File: config.mk
export PLATFORM = sky130hd
export DESIGN_NAME = irq_arbiter
export DESIGN_NICKNAME = d
export VERILOG_FILES = /design/src/rtl/irq_arbiter.sv
export SDC_FILE = /design/constraint.sdc
export NUM_CORES = 1
export LEC_CHECK = 0
export BUFFER_PORTS_ARGS = -buffer_cell sky130_fd_sc_hd__buf_2
export CAP_MARGIN = 20
export CORE_ASPECT_RATIO = 0.9
export CORE_MARGIN = 5
export CORE_UTILIZATION = 25
export DETAILED_ROUTE_END_ITERATION = 12
export PLACE_DENSITY = 0.55
export REMOVE_ABC_BUFFERS = 1
export SLEW_MARGIN = 40
export SYNTH_ARGS = -nofsm -noshare
export SYNTH_HDL_FRONTEND = slang
export SYNTH_SLANG_ARGS = --single-unit
export TNS_END_PERCENT = 50
File: constraint.sdc
create_clock -name clk -period 1.95 [get_ports clk]
set_input_delay 0.195 -clock clk [delete_from_list [all_inputs] [get_ports clk]]
set_output_delay 0.195 -clock clk [all_outputs]
set_load 0.01 [all_outputs]
File: src/rtl/irq_arbiter.sv
module irq_arbiter #(
  parameter int NSRC = 14,
  parameter logic [13:0] LEVEL_MASK = 14'h0410,
  localparam int CW = $clog2(NSRC)
) (
  input  logic            clk,
  input  logic            rst_n,
  input  logic [NSRC-1:0] src_in,
  input  logic            msr_me,
  input  logic            msr_ce,
  input  logic            msr_ee,
  input  logic            msr_hv,
  input  logic            msr_pr,
  input  logic            hdec_en,
  input  logic            busy,
  output logic            take,
  output logic [CW-1:0]   take_code
);

  logic [NSRC-1:0] pend_q, pend_d, elig, grant;
  logic hdec_ok;

  assign hdec_ok    = hdec_en & (msr_ee | ~msr_hv | msr_pr);
  assign elig[0]    = pend_q[0];
  assign elig[1]    = pend_q[1] & msr_me;
  assign elig[2]    = pend_q[2];
  assign elig[3]    = pend_q[3] & hdec_ok;
  assign elig[6:4]  = pend_q[6:4] & {3{msr_ce}};
  assign elig[13:7] = pend_q[13:7] & {7{msr_ee}};

  always_comb begin
    grant = '0;
    take_code = '0;
    for (int i = NSRC - 1; i >= 0; i--) begin
      if (elig[i]) begin
        grant = '0;
        grant[i] = 1'b1;
        take_code = CW'(i);
      end
    end
  end

  assign take = (|elig) & ~busy;

  for (genvar i = 0; i < NSRC; i++) begin : g_pend
    if (LEVEL_MASK[i]) begin : g_lvl
      assign pend_d[i] = src_in[i];
    end else begin : g_pls
      assign pend_d[i] = src_in[i] | (pend_q[i] & ~(take & grant[i]));
    end
  end

  always_ff @(posedge clk or negedge rst_n) begin
    if (!rst_n) pend_q <= '0;
    else        pend_q <= pend_d;
  end

endmodule

Word-level counts from Yosys, hierarchy flattened
Index checks and enable logic that the tools add are counted.
{"block": "totals", "register_bits": 14, "input_bits": 23, "output_inout_bits": 5, "wordCells": 88}
{"block": "op_classes", "mux": 28, "bitwise_logic": 58, "n_reduce_logical": 1}
{"cell": "$mux W14", "count": 14}
{"cell": "$mux W4", "count": 14}
{"cell": "$and A1 B1 Y1", "count": 28}
{"cell": "$not A1 Y1", "count": 14}
{"cell": "$or A1 B1 Y1", "count": 14}
{"cell": "$reduce_or A14 Y1", "count": 1}
{"cell": "$and A7 B7 Y7", "count": 1}
{"cell": "$and A3 B3 Y3", "count": 1}

Longest topological paths before layout
{"block": "depth", "ltp_word": 19, "depth_mapped": 5, "ltp_nobuf": 4}

Least setup slack after synthesis
OpenSTA, ideal clock, no wires.
{"block": "synth_path", "kind": "reg-to-output", "startpoint": "register pend_q[11]", "endpoint": "output port take_code[2]", "arrival_time_ns": 1.378, "t_required_ns": 1.755, "slack_ns": 0.377, "stages_incl_launch_ff": 5, "path_buffers": 0, "cell_sequence": "dfrtp_1 or4_4 nand2_1 o211ai_1 a21oi_1"}
{"block": "synth_via", "elab_chain_cells": 13}
{"item": "start, declared", "line_no": "20", "rtl": "logic [NSRC-1:0] pend_q, pend_d, elig, grant;"}
{"item": "start signal, assigned", "line_no": "55", "rtl": "else pend_q <= pend_d;"}
{"item": "$and A7 B7 Y7", "line_no": "29", "rtl": "assign elig[13:7] = pend_q[13:7] & {7{msr_ee}};"}
{"item": "$mux W4 (12 in series)", "line_no": "35", "rtl": "if (elig[i]) begin"}
{"item": "end, declared", "line_no": "17", "rtl": "output logic [CW-1:0] take_code"}
No other way between the ends.

Worst setup path in the final report
Same ends and word-level chain as after synthesis.

==> flow_summary.yaml <==
global_route:
  first_global_vias: 809
  pin_count_of_the_biggest_net_entering_global_routing: 15
  grt_overall_usage: 0.0978
  grt-ovfl-total: 0
  antenna_found_initial: 0
  grt_pass1_wl_mm: 3.54
job:
  max_cap_viol_count: 0
die:
  num_io_pins: 28
  die_w_um: 70.0
  start_util: 0.262
  std_cell_rows: 19
  floorplan.die_area_sq_um: 4480
  core-area_sq_um: 3090
  dieHeight_um: 64.0
placed_design:
  io_buffers: 27
  globalplace.congestion: 0.755
  detailed_placement_wirelength_estimate_mm: 1.69
  dpl-instance-area_sq_um: 993
  placed_cells: 153
setup_path:
  timing.reg2reg.setup_slack_ns: 0.26
  worstSetupStartpointType: "flip-flop"
  reg2reg_depth: 5
  cp_top_family: "simple AND/OR/NAND/NOR gates"
  worstPathArrival_ns: 1.76
  critical_path_required_ns: 1.75
  crit_slowest_cell: "sky130_fd_sc_hd__or4_4"
  r2r-end: "pend_q[5]$_DFF_PN0_"
  critical_path_peak_fanout: 3
  ws_path_type: "flip-flop to output port"
  timing.rr.start: "pend_q[11]$_DFF_PN0_"
  timing.critical_path.to_type: "output port"
  crit_path_cell_trace: "or4_4, nand2_2, o211ai_1, a21oi_1, buf_2"
  worstPathBufferInverterCount: 1
  setup.worst_path.start: "pend_q[11]$_DFF_PN0_"
  cpPeakStageDelay_ns: 0.57
outcome:
  failed_checks: "setup timing"
  run_status: "complete, but fails checks"
timing:
  timing.setup.tns_ns: -0.00116
  fin_crit_ns: 1.95
  hold_slack_ns: 0.0186
  tightest_pin_transition_ns: 0.414
  fin_skew_ns: 0.00125
  rsz0062_at_grt: "true"
  setup_viol_count_final: 1
  final_hold_viol_count: 0
  clock.fmax_mhz: 513
  slew_headroom: 0.723
  min_period_over_period: 1.00
  timing.final.ws_setup_ns: -0.00116
  final_report_max_slew_violation_count: 0
clocking:
  tritoncts_num_sinks: 14
  clkLatencyLatePin_ns: 0.28
  register_clock_pin_slew_on_the_reported_worst_setup_and_hold_paths_ns: 0.08
  clock_tree_from_tritoncts: "built"
  cts_max_path_buffers: 2
  cts_made_buffers: 3
  cts-root-buf: "sky130_fd_sc_hd__clkbuf_4"
  cts_max_level: 1
route:
  via_total_after_detailed_routing: 809
  postRouteAntennaNets: 0
  final_routed_wirelength_across_all_metal_layers_mm: 2.15
  routed_via_density: 5.02
  wl_per_cell_um: 13.3
  route.detailed.drc: 0
  detail_route.first_pass.iterations: 4
  drt_iter0_markers: 20
final_layout:
  share_of_post_route_cells_with_drive_strength_above_1: 0.370
  registers.top_by_ff_count: "pend_q"
  reg_top3: "pend_q: 14 flops"
  mostFrequentLayoutCell: "sky130_fd_sc_hd__buf_2"
  fin_nets: 144
  postLayoutCoreUtil: 0.344
  post-route-cell-area_sq_um: 1060
  largest_register_ff_count: 14
  area_delta_synth_final_pct: 31.2
  final_cell_count_no_fill: 161
  highest_count_cells_in_the_layout_ignoring_fill_and_taps: "sky130_fd_sc_hd__buf_2 (27), sky130_fd_sc_hd__nor2_1 (14), sky130_fd_sc_hd__dfrtp_1 (13), sky130_fd_sc_hd__a21oi_1 (8)"
  antenna_cells_inserted: 0
logic_synthesis:
  netlist_instances: 85
  ys_seq_elements: 14
  yosysSeqAreaShare: 0.432
  synth_top_family_by_area: "compound AO/OA/AOI/OAI gates"
  avgSynthCellArea_sq_um: 9.54
  synth_warnings: 0
  netlist.top_cell.by_area: "sky130_fd_sc_hd__dfrtp_1"
  post_synth_main_area_contributors: "sky130_fd_sc_hd__dfrtp_1 (43%), sky130_fd_sc_hd__nor2_1 (6.5%), sky130_fd_sc_hd__a21oi_1 (5.6%)"
  yosys.area_share.xor_xnor: 0
  post_synth_and_or_nand_nor_area_fraction: 0.236
  dominantRegCellSynth: "sky130_fd_sc_hd__dfrtp_1"
  synth.cell_area_sq_um: 811
  share_of_the_synthesized_area_in_compound_gates_ao_oa_aoi_oai: 0.316
  count_of_flip_flops_with_a_built_in_enable_after_synthesis: 0
  adder_and_majority_gate_portion_of_the_synthesized_area: 0
  synthDistinctLibCells: 31
  synth.top_cell.area_share: 0.432
  yosys-mux-area-fraction: 0
  postSynth.asyncResetShare: 1.00
power:
  irDropWorstVdd_v: 0.000289
  power_per_cell_area_nw_per_um2: 517
  p_leak_nw: 0.425
min_path:
  min_delay_startpoint: "src_in[4]"
  hold_path_class: "input port to flip-flop"
  hold_path_depth: 1
  worstHoldEndpoint: "pend_q[4]$_DFF_PN0_"
## through the flow
step	worst slack, ns	total power, mW
2_1_floorplan	0.378	0.340
3_3_place_gp	0.221	0.387
3_5_place_dp	0.223	0.388
4_1_cts	-0.0120	0.557
5_1_grt	-0.0374	0.574
6_report	-0.00116	0.550
## report_power, final
part           leakage (nW)  switching [mW]  total [mW]  internal, mW
logic                 0.281          0.0445      0.0849        0.0404
clock network        0.0138          0.0914       0.163        0.0717
registers             0.131         0.00648       0.302         0.296
## layer usage
layer  up-vias  wire length, um  GRT usage
li1        390                -          -
met1       389              952      0.123
met2        23             1030      0.150
met3         7              104     0.0235
met4         0               57     0.0646
met5         -                0          0
## worst max-delay path by stage
stage / to / slack (ns) / cells past startpoint
global placement: take_code[2] / 0.22 / 5
floorplan: take_code[2] / 0.38 / 4
CTS: take_code[3] / -0.01 / 4
finish: take_code[2] / -0.001 / 5
detailed placement: take_code[2] / 0.22 / 5
global route: take_code[2] / -0.04 / 5
## kinds of logic after synthesis
family	Yosys count
and+or+nand+nor	35
AOI/OAI and AO/OA	33
DFF	14
buffers and inverters	3
## cell usage after synthesis (all sizes together), types with 2 or more instances
master and count:
nand2b 3, nor2b 2, nand2 7, nor3 2, a21oi 9, o21ai 5, inv 2, a211oi 2
dfrtp 14, a21o 5, nor4b 2, o31ai 3, nor2 14, a221oi 2
## cell type report
| class | count | area, sq um |
|---|---|---|
| Tap cell | 42 | 52.6 |
| Timing Repair Buffer | 32 | 175 |
| Sequential cell | 14 | 352 |
| Inverter | 2 | 7.51 |
| Clock buffer | 3 | 22.5 |
| Fill cell | 347 | 2030 |
| Multi-Input combinational cell | 68 | 454 |
## repair_timing
item                       CTS  global route
buffers inserted             4             0
gates resized for setup      1             2
hold endpoints to repair    14             0
setup endpoints to repair    3             4
hold buffers                 1             0
pin swaps                    3             4
(Power assumes the default switching activity.)
